**src/rtl/slot_timing_pkg.sv**
```systemverilog
// Package: shared slot type and the per-mode line map for the slot timing
// generator. Assumes an 8-bit slot counter; every boundary is a counter value.
package slot_timing_pkg;

    localparam int CW = 8;

    typedef logic [CW-1:0] slot_t;

    // Last value of each region plus the gap edges, for one horizontal mode.
    typedef struct packed {
        slot_t render_last;
        slot_t border_last;
        slot_t front_last;
        slot_t gap_lo;
        slot_t gap_hi;
        slot_t sync_last;
        slot_t long_last;
        slot_t hint_at;
    } line_map_t;

    localparam slot_t VINT_AT  = 8'h01;
    localparam slot_t LINE_TOP = 8'hFF;

    localparam line_map_t MAP_NARROW = '{
        render_last: 8'h7F, border_last: 8'h8C, front_last: 8'h90,
        gap_lo: 8'h93, gap_hi: 8'hE9, sync_last: 8'hF2,
        long_last: 8'h00, hint_at: 8'h85};

    localparam line_map_t MAP_WIDE = '{
        render_last: 8'h9F, border_last: 8'hAC, front_last: 8'hB1,
        gap_lo: 8'hB6, gap_hi: 8'hE5, sync_last: 8'hEF,
        long_last: 8'hF0, hint_at: 8'hA5};

    // Select the line map for a mode (0 narrow, 1 wide).
    function automatic line_map_t line_map(input logic wide);
        return wide ? MAP_WIDE : MAP_NARROW;
    endfunction

endpackage

```
**src/rtl/slot_counter.sv**
```systemverilog
// Slot counter with gap jump and line-boundary mode latch.
// Assumes slot_en is a single-cycle qualifier; one step per enabled cycle.
// The mode is latched during reset and on the 0xFF -> 0x00 step only.
module slot_counter
    import slot_timing_pkg::*;
(
    input  logic  clk,
    input  logic  rst_n,
    input  logic  slot_en,
    input  logic  mode_sel,
    output slot_t cnt,
    output logic  wide_act
);

    line_map_t map;
    slot_t     nxt;
    logic      at_gap;
    logic      at_top;

    // Pick the map of the mode in force for this line.
    always_comb map = line_map(wide_act);

    // Work out the following counter value, including the gap jump.
    always_comb begin
        at_gap = (cnt == map.gap_lo);
        at_top = (cnt == LINE_TOP);
        if (at_gap)
            nxt = map.gap_hi;
        else
            nxt = cnt + slot_t'(1);
    end

    // Advance the counter one slot per enable.
    always_ff @(posedge clk) begin
        if (!rst_n)
            cnt <= '0;
        else if (slot_en)
            cnt <= nxt;
    end

    // Latch the requested mode at reset and at each line wrap.
    always_ff @(posedge clk) begin
        if (!rst_n)
            wide_act <= mode_sel;
        else if (slot_en && at_top)
            wide_act <= mode_sel;
    end

endmodule

```
**src/rtl/slot_region_decode.sv**
```systemverilog
// Decodes the slot counter into line regions and blank phases.
// Assumes counter values inside the gap never occur; sync straddles the gap.
// HAS_LONG selects whether the stretched-slot flag is built.
module slot_region_decode
    import slot_timing_pkg::*;
#(
    parameter bit HAS_LONG = 1'b1
) (
    input  slot_t cnt,
    input  logic  wide_act,
    output logic  render,
    output logic  border,
    output logic  hblank,
    output logic  hfront,
    output logic  hsync,
    output logic  hback,
    output logic  long_slot
);

    line_map_t map;
    logic      below_gap_sync;
    logic      above_gap_sync;

    // Map of the current mode.
    always_comb map = line_map(wide_act);

    // Region flags from ordered boundaries.
    always_comb begin
        render = (cnt <= map.render_last);
        border = (cnt > map.render_last) && (cnt <= map.border_last);
        hblank = (cnt > map.border_last);
    end

    // Blank phases; sync has one part on each side of the gap.
    always_comb begin
        below_gap_sync = (cnt > map.front_last) && (cnt <= map.gap_lo);
        above_gap_sync = (cnt >= map.gap_hi) && (cnt <= map.sync_last);
        hfront = (cnt > map.border_last) && (cnt <= map.front_last);
        hsync  = below_gap_sync || above_gap_sync;
        hback  = (cnt > map.sync_last);
    end

    generate
        if (HAS_LONG) begin : g_long
            // Stretched slots: wide-mode sync plus one back-porch slot.
            always_comb long_slot = wide_act &&
                (below_gap_sync || ((cnt >= map.gap_hi) && (cnt <= map.long_last)));
        end else begin : g_no_long
            // No stretching in this build.
            always_comb long_slot = 1'b0;
        end
    endgenerate

endmodule

```
**src/rtl/slot_strobes.sv**
```systemverilog
// Horizontal and vertical interrupt strobes, one cycle per matching slot.
// Assumes the strobes are gated by slot_en, so a stalled slot never repeats one.
module slot_strobes
    import slot_timing_pkg::*;
(
    input  slot_t cnt,
    input  logic  wide_act,
    input  logic  slot_en,
    input  logic  first_vblank,
    output logic  hint,
    output logic  vint
);

    slot_t hint_slot;

    // Mode-dependent horizontal interrupt slot.
    always_comb hint_slot = line_map(wide_act).hint_at;

    // Strobes fire on the enabled cycle of their slot.
    always_comb begin
        hint = slot_en && (cnt == hint_slot);
        vint = slot_en && first_vblank && (cnt == VINT_AT);
    end

endmodule

```
**src/rtl/slot_timing_gen.sv**
```systemverilog
// Top: scanline slot timing generator. Ties counter, region decode and
// strobe logic together. Assumes one clock domain and a synchronous reset.
module slot_timing_gen
    import slot_timing_pkg::*;
#(
    parameter bit HAS_LONG = 1'b1
) (
    input  logic       clk,
    input  logic       rst_n,
    input  logic       slot_en,
    input  logic       mode_sel,
    input  logic       first_vblank,
    output logic [7:0] slot_cnt,
    output logic       wide_act,
    output logic       render,
    output logic       border,
    output logic       hblank,
    output logic       hfront,
    output logic       hsync,
    output logic       hback,
    output logic       long_slot,
    output logic       hint,
    output logic       vint
);

    slot_t cnt;

    slot_counter u_cnt (
        .clk      (clk),
        .rst_n    (rst_n),
        .slot_en  (slot_en),
        .mode_sel (mode_sel),
        .cnt      (cnt),
        .wide_act (wide_act)
    );

    slot_region_decode #(.HAS_LONG(HAS_LONG)) u_dec (
        .cnt       (cnt),
        .wide_act  (wide_act),
        .render    (render),
        .border    (border),
        .hblank    (hblank),
        .hfront    (hfront),
        .hsync     (hsync),
        .hback     (hback),
        .long_slot (long_slot)
    );

    slot_strobes u_stb (
        .cnt          (cnt),
        .wide_act     (wide_act),
        .slot_en      (slot_en),
        .first_vblank (first_vblank),
        .hint         (hint),
        .vint         (vint)
    );

    // Drive the counter port.
    always_comb slot_cnt = cnt;

endmodule

```
**config.mk**
```make
export PLATFORM = sky130hd
export DESIGN_NAME = slot_timing_gen
export DESIGN_NICKNAME = d
export VERILOG_FILES = /design/src/rtl/slot_timing_pkg.sv /design/src/rtl/slot_counter.sv /design/src/rtl/slot_region_decode.sv /design/src/rtl/slot_strobes.sv /design/src/rtl/slot_timing_gen.sv
export SDC_FILE = /design/constraint.sdc
export NUM_CORES = 1
export LEC_CHECK = 0
export ABC_AREA = 1
export CAP_MARGIN = 0
export CORE_MARGIN = 2
export CORE_UTILIZATION = 40
export DETAILED_ROUTE_END_ITERATION = 10
export DONT_BUFFER_PORTS = 1
export HOLD_SLACK_MARGIN = 0.06
export PLACE_DENSITY = 0.56
export SYNTH_ARGS = -nofsm -noshare
export SYNTH_HDL_FRONTEND = slang
export SYNTH_SLANG_ARGS = --single-unit
```
**constraint.sdc**
```tcl
create_clock -name clk -period 3.28 [get_ports clk]
set_clock_uncertainty 0.15 [all_clocks]
set_input_delay 0.656 -clock clk [delete_from_list [all_inputs] [get_ports clk]]
set_output_delay 0.656 -clock clk [all_outputs]
set_load 0.02 [all_outputs]
```
**Word level (Yosys, flattened, before mapping)**

Index checks and enable logic that the tools add are counted.
W data, S select, Z words.

- Memories: 0
- RAM bits: 0
- Logic and storage cells: 35
- ROM bits: 0
- Input port bits: 5
- Flip-flop bits (word level): 9
- Bits in latches: 0

- Reductions and logical operators: 12
- Equality and inequality tests: 5
- Divide/modulo/power cells: 0
- Muxes and demuxes: 4
- Shift operators: 0
- $add $sub $neg: 1
- Magnitude comparators: 11
- Bitwise operators: 0
- Multiply operators: 0

Operators by type and width:

| kind | count |
|---|---|
| $mux W64 | 1 |
| $le A8 B8 Y1 | 6 |
| $gt A8 B8 Y1 | 4 |
| $eq A8 B8 Y1 | 2 |
| $logic_and A1 B1 Y1 | 10 |
| $add A8 B1 Y8 const B | 1 |
| $eq A8 B1 Y1 const B | 1 |
| $eq A8 B8 Y1 const B | 1 |
| $ge A8 B8 Y1 | 1 |
| $mux W8 | 1 |
| $logic_or A1 B1 Y1 | 2 |
| $mux W1 | 2 |
| $ne A2 B1 Y1 const B | 1 |

**Logic depth before layout (Yosys ltp)**

- Word-level depth: 5
- Gate-level depth with buffers: 11
- Depth with buffers taken out: 11

**Modules after synthesis**

Synthesis repeated with hierarchy kept, for this count alone.

- Cell total of the unflattened synthesis: 182
- Area, all modules: 1,093.5 µm²

By module, submodules not included:

| module | seq. area each (µm²) | cells an instance | instances | area an instance (µm²) |
|---|---|---|---|---|
| slot_region_decode | 0.0 | 99 | 1 | 521.8 |
| slot_counter | 190.2 | 63 | 1 | 488.0 |
| slot_strobes | 0.0 | 20 | 1 | 83.8 |

**Worst setup path before layout**

Ideal clock, no wire load.

- Kind: flip-flop to output port
- Start: register u_cnt.wide_act
- End: output port border
- Data required time: 2,474 ps
- Slack: 328 ps
- Arrival time: 2,146 ps
- Cell stages (with the launch flop): 8
- Buffers on the path: 0
- Cell sequence: edfxtp_1 inv_1 ha_1 nand2_1 inv_1 nand3_1 o31ai_1 nor2_1

- Longest elaborated chain between the ends: 3

Ends and longest elaborated chain:

| what | RTL line | RTL |
|---|---|---|
| start: declaration | slot_counter.sv:12 | `output logic wide_act` |
| start signal: assignment | slot_counter.sv:44 | `wide_act <= mode_sel;` |
| start signal: assignment | slot_counter.sv:46 | `wide_act <= mode_sel;` |
| $mux W64 (*) | - |  |
| $gt A8 B8 Y1 / $le A8 B8 Y1 (equally long branches) | slot_region_decode.sv:30 | `border = (cnt > map.render_last) && (cnt <= map.border_last);` |
| $logic_and A1 B1 Y1 (*) | slot_region_decode.sv:30 |  |
| end: declaration | slot_timing_gen.sv:16 | `output logic border,` |

Mark *: on every way between the ends. The rest lies on a longest branch, timed or not.

**Worst setup path in the final report**

- Start: register u_cnt.cnt[4]
- End: output port long_slot

- Longest elaborated chain between the ends: 4

Ends and longest elaborated chain:

| what | RTL line | RTL |
|---|---|---|
| start: declaration | slot_counter.sv:11 | `output slot_t cnt,` |
| start signal: assignment | slot_counter.sv:38 | `cnt <= nxt;` |
| $gt A8 B8 Y1 (tied with other cells) | slot_region_decode.sv:36 | `below_gap_sync = (cnt > map.front_last) && (cnt <= map.gap_lo);` |
| $logic_and A1 B1 Y1 (on tied branches) | slot_region_decode.sv:36, slot_region_decode.sv:47 |  |
| $logic_or A1 B1 Y1 (*) | slot_region_decode.sv:47 | `(below_gap_sync \|\| ((cnt >= map.gap_hi) && (cnt <= map.long_last)));` |
| $logic_and A1 B1 Y1 (*) | slot_region_decode.sv:46 | `always_comb long_slot = wide_act &&` |
| end: declaration | slot_timing_gen.sv:21 | `output logic long_slot,` |

Marks and branches as above.

==> flow_summary.toml <==
[cts]
cts_buf_count = 3
cts_num_sinks = 9
clk_pin_slew_worst_paths_ns = 0.06
clock_insertion_delay_at_the_later_pin_of_the_skew_report_ns = 0.26
post_cts_resized = 0
cts_max_path_buffers = 2
cts.hold.buffers_added = 0
clockRootBuffer = "sky130_fd_sc_hd__clkbuf_4"
cts_tree = "yes"
ctsHtreeMaxLevel = 1
cts.repair_timing.setup_buffer_count = 0

[sta]
slew_viol_final = 0
hold_viol = 0
tightestPinTransition_ns = 0.552
setup_violations = 0
slew-limit-headroom_pct = 63.2
finalCritPeriodShare_pct = 88.6
max_freq_ghz = 0.344
final_critical_path_setup_slack_ns = 0.373
finalSetupTns_ns = 0
period_minus_slack_ns = 2.91
rsz0062_at_grt = "no"
hold_ws_ns = 0.339

[synth]
dominantRegCellSynth = "sky130_fd_sc_hd__dfxtp_1"
synth_fp_nets = 189
synth_area_leader_cell = "sky130_fd_sc_hd__ha_1"
synth_area_in_simple_gates_pct = 39.0
netlist_instances = 168
synth.yosys.warnings = 0
synth-seq-area-share_pct = 17.6
post_synth_main_area_contributors = "sky130_fd_sc_hd__ha_1 19%, sky130_fd_sc_hd__dfxtp_1 15%, sky130_fd_sc_hd__nand2_1 15%, sky130_fd_sc_hd__inv_1 9.7%, sky130_fd_sc_hd__nand3_1 7.4%"
post_synth_edffs = 1
yosysMostFrequentCell = "sky130_fd_sc_hd__nand2_1"
synth_adder_area_share_pct = 18.5
share_of_the_synthesized_area_in_the_top_cell_type_pct = 18.5
area_fraction_in_compound_gates_after_synthesis_pct = 10.3
synthArstFlopShare_pct = 0
largest_family_of_logic_cells_by_synthesized_area = "simple AND/OR/NAND/NOR gates"
ys_top_cells_by_count = "42 x sky130_fd_sc_hd__nand2_1, 28 x sky130_fd_sc_hd__inv_1, 16 x sky130_fd_sc_hd__ha_1, 16 x sky130_fd_sc_hd__nand3_1, 14 x sky130_fd_sc_hd__nor2_1"
synth.lib_cells_used.distinct = 29
synth.area.mux_share_pct = 0
ys_ff_latch = 9
postSynthAreaPerCell_um2 = 6.43
netlist_area_um2 = 1080
yosys.area_share.xor_xnor_pct = 1.62

[global_routing]
busiest_layer = "met2"
m1_gr_usage_pct = 24.6
first_global_vias = 982
grt_use_met2_pct = 29.8
grt_start_max_net_pins = 11
globalRouteOverflowTotal = 0
grt_use_total_pct = 18.0
grt_first_pass_wirelength_mm = 4.56
met3_global_route_usage_pct = 1.40
number_of_antenna_violations_at_the_first_check_in_global_routing = 0

[floorplanning]
die_height_um = 56.0
fp.dieArea_um2 = 3130
start_util_pct = 42.8
placement_rows = 18
die_w_um = 56.0
floorplan.core_area_um2 = 2520
num_io_pins = 23

[setup_path]
critical_path.startpoint_type = "flip-flop"
critical_path_origin = "u_cnt.cnt[4]"
endpoint_kind = "output port"
crit_type = "flip-flop to output port"
critPathMaxFanout = 10
regToRegStartpoint = "u_cnt.cnt[6]"
critPathArrivalTime_ns = 2.10
worst-endpoint-required_ns = 2.47

[cells_and_area]
final_core_utilization_pct = 45.8
drive_gt1_share_pct = 13.2
n_fill_cell = 273
finish.net_count = 196
antennaDiodeCount = 0
area_growth_syn_to_layout_pct = 6.95

[routing]
final_antenna_net_count = 0
initialDrtViolationCount = 24
drt-wirelength-per-cell_um = 13.1
wirelength_mm = 2.67
drt_first_pass_iters = 4
vias_per_cell = 5.21
detailroute.via_count = 1062
drc_errors = 0

[power]
p_per_area_nw_per_um2 = 244
vdd.ir_drop.worst_v = 0.000209
p_leak_nw = 0.628
p_total_mw = 0.282

[placement]
buffer_ports.inserted = 0
dp_slack_ns = 0.657
place_congestion = 0.832
place.detailed.hpwl_mm = 2.19

[worst_hold_path]
min-delay-start = "mode_sel"
holdCritPathClass = "input port to flip-flop"

[status]
run_status = "finished clean"

[run]
cap_viol_max_count = 0
## cells by family after synthesis
family	after synthesis
simple gates	88
buf+inv	34
fa+ha+maj	16
flops	9
xor+xnor	2
compound gates	19
## flip-flops by register name, summed over array words and instances (netlist names)
name,count
u_cnt.wide_act,1
u_cnt.cnt,8
## path summary, 6_finish.rpt
kind                            slack, ns             end  cells after the start
worst max-delay path                 0.37       long_slot                      8
worst min-delay path                 0.34  u_cnt.wide_act                      0
worst max register to register       1.46  u_cnt.wide_act                      4
worst min register to register       0.47    u_cnt.cnt[0]                      2
## layer usage
layer,vias up,routed length (µm)
met3,5,111
li1,548,-
met1,479,1280
met2,30,1240
met5,-,0
met4,0,37
## through the flow
stage,instance area [µm²],cells
finish,1150,204
global route,1150,204
CTS,1150,204
detailed placement,1130,200
global placement,1130,200
floorplan,1080,168
## cell type report
| class | count | area [µm²] | area share (%) |
|---|---|---|---|
| clock buffers | 4 | 26.3 | 2.28 |
| well taps | 30 | 37.5 | 3.25 |
| flip-flops and latches | 9 | 190 | 16.5 |
| multi-input cells | 125 | 751 | 65.0 |
| inverters | 32 | 120 | 10.4 |
| repair buffers | 4 | 30.0 | 2.60 |
## critical path, cell delays in order, from the launching register on
cell                      delay, ns
sky130_fd_sc_hd__dfxtp_1       0.67
sky130_fd_sc_hd__inv_1         0.16
sky130_fd_sc_hd__ha_1          0.35
sky130_fd_sc_hd__nand2_1       0.06
sky130_fd_sc_hd__nor2_1        0.08
sky130_fd_sc_hd__nand3_1       0.07
sky130_fd_sc_hd__nand2_1       0.08
sky130_fd_sc_hd__nand3_1       0.08
sky130_fd_sc_hd__a21oi_2       0.28
## power breakdown
part | switching [mW] | total, mW | internal [mW]
logic | 0.0503 | 0.0767 | 0.0264
registers | 0.00531 | 0.121 | 0.115
clock network | 0.0378 | 0.0847 | 0.0468
## layout by cell type, fill, tap and decap left out, types with 3 or more instances in the layout
cell type	instances
sky130_fd_sc_hd__nand2_1	42
sky130_fd_sc_hd__inv_1	28
sky130_fd_sc_hd__buf_4	4
sky130_fd_sc_hd__inv_2	4
sky130_fd_sc_hd__nand2_2	3
sky130_fd_sc_hd__o21ai_0	4
sky130_fd_sc_hd__ha_1	16
sky130_fd_sc_hd__nand3_1	16
sky130_fd_sc_hd__nand4_1	5
sky130_fd_sc_hd__nor2_1	14
sky130_fd_sc_hd__clkbuf_4	3
sky130_fd_sc_hd__a21oi_1	7
sky130_fd_sc_hd__dfxtp_1	8
Note: power is estimated with default switching activity, not from simulation.
